**src/rtl/sdcmd_pkg.sv**
```systemverilog
package sdcmd_pkg;

    localparam int TOKEN_BITS = 48;
    localparam int LONG_BITS  = 136;
    localparam int HDR_BITS   = 40;

    typedef enum logic [2:0] {
        ST_IDLE,
        ST_SEND,
        ST_WAIT,
        ST_RECV,
        ST_BUSY
    } cmd_state_e;

    typedef enum logic [1:0] {
        RSP_NONE       = 2'd0,
        RSP_LONG       = 2'd1,
        RSP_SHORT      = 2'd2,
        RSP_SHORT_BUSY = 2'd3
    } rsp_kind_e;

    // event vector, one bit per status flag
    typedef struct packed {
        logic idx_err;
        logic end_err;
        logic crc_err;
        logic timeout;
        logic done;
    } cmd_evt_t;

    function automatic logic [6:0] crc7_step(input logic [6:0] c, input logic b);
        logic fb;
        fb = b ^ c[6];
        return {c[5:0], 1'b0} ^ (fb ? 7'h09 : 7'h00);
    endfunction

    function automatic logic [6:0] crc7_hdr(input logic [HDR_BITS-1:0] h);
        logic [6:0] c;
        c = '0;
        for (int i = HDR_BITS - 1; i >= 0; i--) begin
            c = crc7_step(c, h[i]);
        end
        return c;
    endfunction

endpackage

```
**src/rtl/sdcmd_crc7.sv**
```systemverilog
module sdcmd_crc7 (
    input  logic       clk,
    input  logic       rst_n,
    input  logic       clr,
    input  logic       en,
    input  logic       bit_in,
    output logic [6:0] crc
);
    import sdcmd_pkg::*;

    logic [6:0] crc_d, crc_q;

    always_comb begin
        crc_d = clr ? 7'h00 : crc_q;
        if (en) begin
            crc_d = crc7_step(crc_d, bit_in);
        end
    end

    always_ff @(posedge clk or negedge rst_n) begin
        if (!rst_n) begin
            crc_q <= '0;
        end else begin
            crc_q <= crc_d;
        end
    end

    assign crc = crc_q;
endmodule

```
**src/rtl/sdcmd_resp_store.sv**
```systemverilog
module sdcmd_resp_store #(
    parameter int WORD_W = 32,
    parameter int SR_W   = 127
) (
    input  logic              clk,
    input  logic              rst_n,
    input  logic              shift,
    input  logic              bit_in,
    input  logic              commit_short,
    input  logic              commit_long,
    output logic [6:0]        f_crc,
    output logic [5:0]        f_idx,
    output logic              f_end,
    output logic [WORD_W-1:0] r0,
    output logic [WORD_W-1:0] r1,
    output logic [WORD_W-1:0] r2,
    output logic [WORD_W-1:0] r3
);
    localparam int FRAME_W = SR_W + 1;

    typedef struct packed {
        logic [SR_W-1:0]   sr;
        logic [WORD_W-1:0] r0;
        logic [WORD_W-1:0] r1;
        logic [WORD_W-1:0] r2;
        logic [WORD_W-1:0] r3;
    } store_t;

    store_t d, q;
    logic [FRAME_W-1:0] frame;

    // frame as it stands once the bit on the line is included
    assign frame = {q.sr, bit_in};
    assign f_crc = frame[7:1];
    assign f_idx = frame[45:40];
    assign f_end = frame[0];

    always_comb begin
        d = q;
        if (shift) begin
            d.sr = frame[SR_W-1:0];
        end
        if (commit_short || commit_long) begin
            d.r0 = frame[39:8];
        end
        if (commit_long) begin
            d.r1 = frame[71:40];
            d.r2 = frame[103:72];
            d.r3 = {8'h00, frame[127:104]};
        end
    end

    always_ff @(posedge clk or negedge rst_n) begin
        if (!rst_n) begin
            q <= '0;
        end else begin
            q <= d;
        end
    end

    assign r0 = q.r0;
    assign r1 = q.r1;
    assign r2 = q.r2;
    assign r3 = q.r3;
endmodule

```
**src/rtl/sdcmd_irq.sv**
```systemverilog
module sdcmd_irq #(
    parameter int N = 5
) (
    input  logic         clk,
    input  logic         rst_n,
    input  logic [N-1:0] set,
    input  logic         clr_wr,
    input  logic [N-1:0] clr_mask,
    output logic [N-1:0] flags
);
    logic [N-1:0] flags_d, flags_q;

    for (genvar i = 0; i < N; i++) begin : g_bit
        // a new event outranks a clear in the same cycle
        always_comb begin
            flags_d[i] = flags_q[i];
            if (clr_wr && clr_mask[i]) flags_d[i] = 1'b0;
            if (set[i])                flags_d[i] = 1'b1;
        end
    end

    always_ff @(posedge clk or negedge rst_n) begin
        if (!rst_n) begin
            flags_q <= '0;
        end else begin
            flags_q <= flags_d;
        end
    end

    assign flags = flags_q;
endmodule

```
**src/rtl/sdcmd_unit.sv**
```systemverilog
module sdcmd_unit #(
    parameter int TIMEOUT_TICKS = 64,
    parameter int WORD_W        = 32
) (
    input  logic              clk,
    input  logic              rst_n,
    input  logic              sdclk_en,
    input  logic              cmd_wr,
    input  logic [31:0]       cmd_word,
    input  logic [31:0]       cmd_arg,
    input  logic              srst_cmd,
    input  logic              int_wr,
    input  logic [31:0]       int_wdata,
    input  logic              cmd_in,
    input  logic              dat0_in,
    output logic              cmd_out,
    output logic              cmd_oe,
    output logic              cmd_inhibit,
    output logic              dat_inhibit,
    output logic              cmd_rst_busy,
    output logic [31:0]       int_status,
    output logic [WORD_W-1:0] resp0,
    output logic [WORD_W-1:0] resp1,
    output logic [WORD_W-1:0] resp2,
    output logic [WORD_W-1:0] resp3
);
    import sdcmd_pkg::*;

    localparam int TMR_W   = (TIMEOUT_TICKS > 2) ? $clog2(TIMEOUT_TICKS) : 1;
    localparam int CNT_W   = $clog2(LONG_BITS);
    localparam int N_EVT   = $bits(cmd_evt_t);
    localparam int LONG_LO = 8;
    localparam int LONG_HI = LONG_BITS - 8;

    typedef struct packed {
        cmd_state_e           st;
        logic [TOKEN_BITS-1:0] tx_sr;
        logic [CNT_W-1:0]     cnt;
        logic [TMR_W-1:0]     tmr;
        rsp_kind_e            rsp;
        logic                 crc_chk;
        logic                 idx_chk;
        logic [5:0]           idx;
        logic                 dat_hold;
        logic                 cmd_inh;
        logic                 dat_inh;
        logic                 oe;
        logic                 out;
        logic                 rst_pend;
    } ctl_t;

    ctl_t     d, q;
    cmd_evt_t evt;
    logic     crc_clr, crc_en, rx_shift, commit_short, commit_long;
    logic [6:0] rx_crc, f_crc;
    logic [5:0] f_idx;
    logic       f_end;
    logic       last_rx;
    logic       bad_crc, bad_idx, bad_end;
    logic [39:0] hdr;
    logic [N_EVT-1:0] irq_flags;
    logic unused_bits;

    assign unused_bits = ^{cmd_word[31:30], cmd_word[23:22], cmd_word[18], cmd_word[15:0],
                           int_wdata[31:20], int_wdata[15:1]};

    assign hdr = {1'b0, 1'b1, cmd_word[29:24], cmd_arg};

    always_comb begin
        d            = q;
        evt          = '0;
        crc_clr      = 1'b0;
        crc_en       = 1'b0;
        rx_shift     = 1'b0;
        commit_short = 1'b0;
        commit_long  = 1'b0;
        last_rx      = (q.rsp == RSP_LONG) ? (q.cnt == CNT_W'(LONG_BITS - 1))
                                           : (q.cnt == CNT_W'(TOKEN_BITS - 1));
        bad_end      = !f_end;
        bad_crc      = q.crc_chk && (rx_crc != f_crc);
        bad_idx      = q.idx_chk && (q.rsp != RSP_LONG) && (f_idx != q.idx);

        // release the line one tick after the last driven bit
        if (sdclk_en && q.st != ST_SEND) begin
            d.oe  = 1'b0;
            d.out = 1'b1;
        end

        unique case (q.st)
            ST_IDLE: begin
                if (cmd_wr) begin
                    d.tx_sr    = {hdr, crc7_hdr(hdr), 1'b1};
                    d.cnt      = '0;
                    d.rsp      = rsp_kind_e'(cmd_word[17:16]);
                    d.crc_chk  = cmd_word[19];
                    d.idx_chk  = cmd_word[20];
                    d.idx      = cmd_word[29:24];
                    d.dat_hold = cmd_word[21] || (cmd_word[17:16] == 2'd3);
                    d.cmd_inh  = 1'b1;
                    d.dat_inh  = d.dat_hold;
                    d.st       = ST_SEND;
                end
            end
            ST_SEND: begin
                if (sdclk_en) begin
                    d.oe    = 1'b1;
                    d.out   = q.tx_sr[TOKEN_BITS-1];
                    d.tx_sr = {q.tx_sr[TOKEN_BITS-2:0], 1'b0};
                    d.cnt   = q.cnt + 1'b1;
                    if (q.cnt == CNT_W'(TOKEN_BITS - 1)) begin
                        d.cnt = '0;
                        d.tmr = '0;
                        if (q.rsp == RSP_NONE) begin
                            evt.done  = 1'b1;
                            d.cmd_inh = 1'b0;
                            d.dat_inh = q.dat_hold;
                            d.st      = q.dat_hold ? ST_BUSY : ST_IDLE;
                        end else begin
                            d.st = ST_WAIT;
                        end
                    end
                end
            end
            ST_WAIT: begin
                if (sdclk_en) begin
                    if (!cmd_in) begin
                        crc_clr  = 1'b1;
                        crc_en   = (q.rsp != RSP_LONG);
                        rx_shift = 1'b1;
                        d.cnt    = CNT_W'(1);
                        d.st     = ST_RECV;
                    end else if (q.tmr == TMR_W'(TIMEOUT_TICKS - 1)) begin
                        evt.timeout = 1'b1;
                        d.cmd_inh   = 1'b0;
                        d.dat_inh   = 1'b0;
                        d.st        = ST_IDLE;
                    end else begin
                        d.tmr = q.tmr + 1'b1;
                    end
                end
            end
            ST_RECV: begin
                if (sdclk_en) begin
                    rx_shift = 1'b1;
                    crc_en   = (q.rsp == RSP_LONG)
                             ? (q.cnt >= CNT_W'(LONG_LO) && q.cnt < CNT_W'(LONG_HI))
                             : (q.cnt < CNT_W'(HDR_BITS));
                    d.cnt    = q.cnt + 1'b1;
                    if (last_rx) begin
                        commit_long  = (q.rsp == RSP_LONG);
                        commit_short = (q.rsp != RSP_LONG);
                        evt.crc_err  = bad_crc;
                        evt.idx_err  = bad_idx;
                        evt.end_err  = bad_end;
                        evt.done     = !(bad_crc || bad_idx || bad_end);
                        d.cnt        = '0;
                        d.cmd_inh    = 1'b0;
                        d.dat_inh    = q.dat_hold;
                        d.st         = q.dat_hold ? ST_BUSY : ST_IDLE;
                    end
                end
            end
            ST_BUSY: begin
                if (sdclk_en && dat0_in) begin
                    d.dat_inh = 1'b0;
                    d.st      = ST_IDLE;
                end
            end
            default: d.st = ST_IDLE;
        endcase

        // pending soft reset overrides the command phase
        d.rst_pend = srst_cmd;
        if (q.rst_pend) begin
            evt          = '0;
            commit_short = 1'b0;
            commit_long  = 1'b0;
            rx_shift     = 1'b0;
            crc_en       = 1'b0;
            d.cmd_inh    = 1'b0;
            d.dat_inh    = q.dat_inh;
            d.oe         = 1'b0;
            d.out        = 1'b1;
            d.cnt        = '0;
            d.st         = q.dat_inh ? ST_BUSY : ST_IDLE;
        end
    end

    always_ff @(posedge clk or negedge rst_n) begin
        if (!rst_n) begin
            q     <= '0;
            q.st  <= ST_IDLE;
            q.rsp <= RSP_NONE;
            q.out <= 1'b1;
        end else begin
            q <= d;
        end
    end

    sdcmd_crc7 u_rx_crc (
        .clk    (clk),
        .rst_n  (rst_n),
        .clr    (crc_clr),
        .en     (crc_en),
        .bit_in (cmd_in),
        .crc    (rx_crc)
    );

    sdcmd_resp_store #(.WORD_W(WORD_W)) u_store (
        .clk          (clk),
        .rst_n        (rst_n),
        .shift        (rx_shift),
        .bit_in       (cmd_in),
        .commit_short (commit_short),
        .commit_long  (commit_long),
        .f_crc        (f_crc),
        .f_idx        (f_idx),
        .f_end        (f_end),
        .r0           (resp0),
        .r1           (resp1),
        .r2           (resp2),
        .r3           (resp3)
    );

    sdcmd_irq #(.N(N_EVT)) u_irq (
        .clk      (clk),
        .rst_n    (rst_n),
        .set      (evt),
        .clr_wr   (int_wr),
        .clr_mask ({int_wdata[19], int_wdata[18], int_wdata[17], int_wdata[16], int_wdata[0]}),
        .flags    (irq_flags)
    );

    always_comb begin
        int_status     = '0;
        int_status[0]  = irq_flags[0];
        int_status[16] = irq_flags[1];
        int_status[17] = irq_flags[2];
        int_status[18] = irq_flags[3];
        int_status[19] = irq_flags[4];
    end

    assign cmd_out      = q.out;
    assign cmd_oe       = q.oe;
    assign cmd_inhibit  = q.cmd_inh;
    assign dat_inhibit  = q.dat_inh;
    assign cmd_rst_busy = q.rst_pend;
endmodule

```
**config.mk**
```make
export PLATFORM = sky130hd
export DESIGN_NAME = sdcmd_unit
export DESIGN_NICKNAME = d
export VERILOG_FILES = /design/src/rtl/sdcmd_pkg.sv /design/src/rtl/sdcmd_crc7.sv /design/src/rtl/sdcmd_resp_store.sv /design/src/rtl/sdcmd_irq.sv /design/src/rtl/sdcmd_unit.sv
export SDC_FILE = /design/constraint.sdc
export NUM_CORES = 1
export LEC_CHECK = 0
export BUFFER_PORTS_ARGS = -buffer_cell sky130_fd_sc_hd__buf_2
export CORE_ASPECT_RATIO = 1.5
export CORE_UTILIZATION = 25
export CTS_BUF_LIST = sky130_fd_sc_hd__clkbuf_2 sky130_fd_sc_hd__clkbuf_4 sky130_fd_sc_hd__clkbuf_8
export DETAILED_ROUTE_END_ITERATION = 8
export GPL_TIMING_DRIVEN = 0
export HOLD_SLACK_MARGIN = 0.15
export PLACE_DENSITY = 0.48
export SLEW_MARGIN = 40
export SYNTH_ARGS = -nofsm -noshare
export SYNTH_HDL_FRONTEND = slang
export SYNTH_HIERARCHICAL = 1
export SYNTH_SLANG_ARGS = --single-unit
```
**constraint.sdc**
```tcl
create_clock -name clk -period 6.7 [get_ports clk]
set_clock_uncertainty 0.1 [all_clocks]
set_input_delay 0.335 -clock clk [delete_from_list [all_inputs] [get_ports clk]]
set_output_delay 0.335 -clock clk [all_outputs]
set_load 0.03 [all_outputs]
```
# Yosys cells after proc, flatten, opt, wreduce, memory -nomap -nowiden
# Index checks and enable logic that the tools add are counted.
# totals
output_inout_bits	165
reg_bits	340
elab_cells	305
input_bits	104
# op_classes
order_cmp	3
n_eq_ne	36
n_mux	126
n_addsub	2
n_bitwise	78
n_reduce_logical	35
# op_table
operator	n
7-bit by 4-bit XOR with 7-bit output	36
4-bit 2-to-1 mux	41
48-bit one-hot mux with 2 select lines	1
65-bit 2-to-1 mux	1
59-bit 2-to-1 mux	1
3-bit 2-to-1 mux	14
1-bit 2-to-1 mux	39
1-bit XOR	36
3-bit != test (second input constant)	11
8-bit 2-to-1 mux	4
8-bit one-hot mux with 4 select lines	1
14-bit 2-to-1 mux	2
2-bit != test (second input constant)	11
2-bit 2-to-1 mux	10
3-bit one-hot mux with 5 select lines	1
7-bit 2-to-1 mux	2
2-bit nonzero test	7
6-bit 2-to-1 mux	2
6-bit one-hot mux with 2 select lines	1
12-bit AND reduction	1
6-bit AND reduction	2
1-bit logical AND	11
10-bit AND reduction	1
5-bit nonzero test	2
34 further kinds	42

# Depth between registers and ports, before layout
# depth
ltp_word	112
depth_mapped	10
ltp_nobuf	8

# Hierarchy
# The synthesis kept the hierarchy.
# by_module_without_submodules
mod	area_each_um2	n_inst	seq_area_each_um2	cells_each
sdcmd_resp_store	9581.7	1	6180.9	545
sdcmd_unit	5230.0	1	2028.2	580
sdcmd_crc7	331.6	1	175.2	31
sdcmd_irq	181.4	1	125.1	15

# Worst setup path after synthesis
# Ideal clock, no wire load.
# synth_timing
kind	input-to-reg
startpoint	input cmd_word[29]
endpoint	register q[37] in the netlist's numbering
t_arrival_ps	2201
slack_ps	4278
required_time_ps	6479
stages	8
setup_ps	121
cell_sequence	buf_6 > xor2_2 > xnor3_2 > xnor3_2 > xnor3_1 > xnor3_1 > nor2_1 > o21ai_1
# synth_via
elab_chain_len	54
elab_cells_between_ends	78
# synth_lines
item	line_no	rtl
start, declared	sdcmd_unit.sv:9	input logic [31:0] cmd_word,
4-bit 2-to-1 mux (*)	sdcmd_pkg.sv:34	return {c[5:0], 1'b0} ^ (fb ? 7'h09 : 7'h00);
6-bit by 4-bit XOR with 6-bit output (*)	sdcmd_pkg.sv:34	
7-bit by 4-bit XOR with 7-bit output (*) (2 in a row)	sdcmd_pkg.sv:34	
1-bit XOR / 7-bit by 4-bit XOR with 7-bit output (equally long branches)	sdcmd_pkg.sv:33, sdcmd_pkg.sv:34	
4-bit 2-to-1 mux / 7-bit by 4-bit XOR with 7-bit output (equally long branches)	sdcmd_pkg.sv:34	
7-bit by 4-bit XOR with 7-bit output (*) (4 in a row)	sdcmd_pkg.sv:34	
1-bit XOR / 7-bit by 4-bit XOR with 7-bit output (equally long branches)	sdcmd_pkg.sv:33, sdcmd_pkg.sv:34	
4-bit 2-to-1 mux / 7-bit by 4-bit XOR with 7-bit output (equally long branches)	sdcmd_pkg.sv:34	
[... 22 more ...]	n/a	
1-bit XOR / 7-bit by 4-bit XOR with 7-bit output (equally long branches)	sdcmd_pkg.sv:33, sdcmd_pkg.sv:34	
4-bit 2-to-1 mux / 7-bit by 4-bit XOR with 7-bit output (equally long branches)	sdcmd_pkg.sv:34	
7-bit by 4-bit XOR with 7-bit output (*) (7 in a row)	sdcmd_pkg.sv:34	
1-bit XOR / 7-bit by 4-bit XOR with 7-bit output (equally long branches)	sdcmd_pkg.sv:33, sdcmd_pkg.sv:34	
4-bit 2-to-1 mux / 7-bit by 4-bit XOR with 7-bit output (equally long branches)	sdcmd_pkg.sv:34	
7-bit by 4-bit XOR with 7-bit output (*) (7 in a row)	sdcmd_pkg.sv:34	
59-bit 2-to-1 mux (*)	sdcmd_unit.sv:91	if (cmd_wr) begin
48-bit one-hot mux with 2 select lines (*)	sdcmd_unit.sv:89	unique case (q.st)
end, declared	sdcmd_unit.sv:52	ctl_t d, q;
# Mark *: on every way between the ends. The rest lies on a longest branch, timed or not. The select of a mux whose other input is x is not followed.
# A chain may end at the register's enable or synchronous reset.

# Worst setup path after layout
# layout_timing
startpoint	input cmd_word[28]
endpoint	register q[32] in the netlist's numbering
# layout_via
elab_chain_len	57
elab_cells_between_ends	75
# layout_lines
item	line_no	rtl
1-bit XOR (*)	sdcmd_pkg.sv:33	fb = b ^ c[6];
4-bit 2-to-1 mux (*)	sdcmd_pkg.sv:34	
6-bit by 4-bit XOR with 6-bit output (*)	sdcmd_pkg.sv:34	
7-bit by 4-bit XOR with 7-bit output (*) (3 in a row)	sdcmd_pkg.sv:34	
1-bit XOR / 7-bit by 4-bit XOR with 7-bit output (equally long branches)	sdcmd_pkg.sv:33, sdcmd_pkg.sv:34	
4-bit 2-to-1 mux / 7-bit by 4-bit XOR with 7-bit output (equally long branches)	sdcmd_pkg.sv:34	
7-bit by 4-bit XOR with 7-bit output (*) (4 in a row)	sdcmd_pkg.sv:34	
1-bit XOR / 7-bit by 4-bit XOR with 7-bit output (equally long branches)	sdcmd_pkg.sv:33, sdcmd_pkg.sv:34	
[... 29 more ...]	n/a	
1-bit XOR / 7-bit by 4-bit XOR with 7-bit output (equally long branches)	sdcmd_pkg.sv:33, sdcmd_pkg.sv:34	
4-bit 2-to-1 mux / 7-bit by 4-bit XOR with 7-bit output (equally long branches)	sdcmd_pkg.sv:34	
7-bit by 4-bit XOR with 7-bit output (*) (7 in a row)	sdcmd_pkg.sv:34	
1-bit XOR (*)	sdcmd_pkg.sv:33	
4-bit 2-to-1 mux (*)	sdcmd_pkg.sv:34	
7-bit by 4-bit XOR with 7-bit output (*) (2 in a row)	sdcmd_pkg.sv:34	
59-bit 2-to-1 mux (*)	sdcmd_unit.sv:91	
48-bit one-hot mux with 2 select lines (*)	sdcmd_unit.sv:89	
# Marked as above.

==> qor.txt <==
global route total overflow: 0
Seq/Total Area, Yosys: 55.5%
first-pass GRT wire length: 60.3 mm
startpoint types: input pin
Synth cell types: 56
final hold vios: 0
fin crit share: 41.5%
status: completed
Synth top area share: 55.4%
Post-Synth Simple-Gate Area: 6.74%
Crit Path Max Fanout: 5
top post-synthesis cells by area: dfrtp_1 (55%), mux2_2 (15%), mux2_4 (4.9%)
Min Hold Slack: 0.230 ns
GP Congestion: 0.808
# setup viols final: 0
main combinational cell family by area after synthesis: multiplexers
Residual DRC: 0
Final nets: 1620
Worst-path clk slew: 0.07 ns
largest net degree at the start of global routing: 72
CTS resizes: 0
Die X: 204 um
total CTS buffers: 56
fin. max-slew vios: 0
CP Class: in -> reg
post-synthesis xor/xnor area fraction: 6.52%
max_slew headroom: 56.6%
synthesized area per cell: 13.1 um2
most frequent cells after synthesis: dfrtp_1 (339), mux2_2 (207), nand2_1 (112)
Yosys reg bits: 340
DP HPWL: 26.7 mm
Die Height: 305 um
FF-to-FF Start: cmd_rst_busy
kind of end point of the critical path: register
ANT nets after route: 0
worst slew pin tran: 0.645 ns
worst skew pair latency: 0.66 ns
clock tree buffer depth: 3
drt first pass iters: 7
Synth Warn #: 6
Tmin final: 2.78 ns
ys async rst share: 100%
PortBufs: 184
Synth Area in Compound Gates: 4.87%
total die area: 62300 um2
post-synthesis adder-cell area fraction: 0.245%
CP required: 7.17 ns
GRT Util Overall: 12.3%
average routed wire per standard cell: 16.1 um
Post-Place Cells: 2177
total power draw: 5.67 mW
CTS sink cnt: 340
vias in the first global route: 10800
Worst Hold Depth: 2
EDFF count, synth: 0
leading area contributor after synthesis: dfrtp_1
number of DRC markers in iteration 0: 403
Worst Hold Launch: srst_cmd
via count: 9944
most common cell in the netlist: dfrtp_1
Starting Density: 25.4%
CTS tree: built
Cell Area, Synth: 15300 um2
Worst R2R End: u_store/r1[22]
Non-Filler Instances: 2342
Mapped Cells: 1171
mux cell area share after synthesis: 20.8%
dpl ws: 3.74 ns
r2r setup slk: 3.93 ns
final worst slack: 3.92 ns
Root Buffer: clkbuf_8
area grow syn2layout: 26.6%
max-cap violations: 0
core area: 60300 um2
hold endpoint: cmd_rst_busy
FMAX: 0.360 GHz
initial antenna violation count: 1
pwr dens: 292 nW/um2
Max IR drop VDD: 0.139 mV
Post-Route WL: 37.7 mm
RSZ-0062 raised after global routing: false
share of layout cells above drive strength 1: 41.6%
Core Rows: 110
H-tree levels: 2
# IOs: 269
Setup Buffers After CTS: 0
Worst Reg-to-Reg Cells: 10
Critical Path AT: 3.25 ns
mean number of vias per cell: 4.25
HP Class: in -> reg
Post-synth top flop: dfrtp_1
leak pwr: 9.82 nW
[metal layers]
metal  GRT usage [%]  vias up  wire (um)
li1                -     4657          -
met1            13.7     4933      14900
met2            21.5      261      19300
met3            3.11       93       2090
met4            5.81        0       1470
met5               0        -          0
[metrics by stage]
stage / cell area (um2) / util (%) / TNS, ns
2_1_floorplan: 15400 / - / 0
6_report: 19400 / 32.2 / 0
4_1_cts: 19400 / 32.2 / 0
3_5_place_dp: 17500 / 29.0 / 0
5_1_grt: 19400 / 32.2 / 0
3_3_place_gp: 17400 / 28.8 / -542.84
[final cells by class]
class | count | area (um2)
clock buffers | 84 | 1070
multi-input cells | 749 | 6150
fillers | 6151 | 40900
well taps | 784 | 981
flip-flops and latches | 340 | 8510
inverters | 10 | 37.5
plain buffers | 105 | 759
diodes | 1 | 2.50
clock inverters | 18 | 200
repair buffers | 251 | 1690
[critical path: stages]
cell           delay (ns)
dlygate4sd3_1        0.53
buf_2                0.21
xnor3_1              0.48
xnor2_1              0.28
xnor3_2              0.55
xnor3_2              0.42
xnor2_1              0.23
nor2_1               0.06
o21ai_0              0.15
[cells by family after synthesis]
kind of cell,after synthesis
flip-flops,340
XOR/XNOR,83
AND/OR/NAND/NOR,240
multiplexers,268
buffers and inverters,115
AO/OA/AOI/OAI,120
adder cells (fa/ha/maj),3
other,2
[state kept, by name (all words and copies together), names as in the netlist]
signal	flops
u_store/frame	114
q	76
u_store/r0	32
u_store/r1	32
u_store/r2	32
u_store/r3	24
u_rx_crc/crc	7
u_store/f_crc	7
u_store/f_idx	6
u_irq/flags	5
cmd_inhibit	1
cmd_oe	1
cmd_out	1
cmd_rst_busy	1
dat_inhibit	1
[placed cells by master, fill, tap and decap left out, types with 16 or more instances in the layout]
cell | netlist | final
clkbuf_8 | 1 | 71
dlygate4sd3_1 | 0 | 62
conb_1 | 2 | 35
clkbuf_1 | 20 | 20
buf_2 | 11 | 194
dfrtp_1 | 339 | 339
a31oi_1 | 42 | 42
a21oi_1 | 16 | 16
nand2_1 | 112 | 112
mux2_2 | 207 | 207
o21ai_0 | 25 | 25
xnor2_1 | 44 | 44
buf_4 | 58 | 58
nor2_1 | 76 | 76
xor2_1 | 19 | 19
mux2_4 | 50 | 50
[where the power goes]
part / total (mW) / internal [mW] / switching, mW
combinational: 1.24 / 0.572 / 0.673
sequential: 2.38 / 2.25 / 0.125
clock: 2.04 / 1.15 / 0.899
[what timing repair did]
item,CTS,global route
setup endpoints to repair,0,0
endpoints found under the hold margin,265,0
hold buffers,62,0
[worst max path at each step]
stage / start / end / slack (ns) / depth (start not counted)
6_report: cmd_word[28] / q[32] / 3.92 / 9
3_3_place_gp: rst_n / q[44] / -1.67 / 1
3_5_place_dp: cmd_word[28] / q[32] / 3.74 / 8
4_1_cts: q[27] / q[80] / 3.77 / 7
5_1_grt: q[79] / q[6] / 3.78 / 6
2_1_floorplan: cmd_word[29] / q[37] / 4.28 / 8
Power figures use the tool's default switching activity.
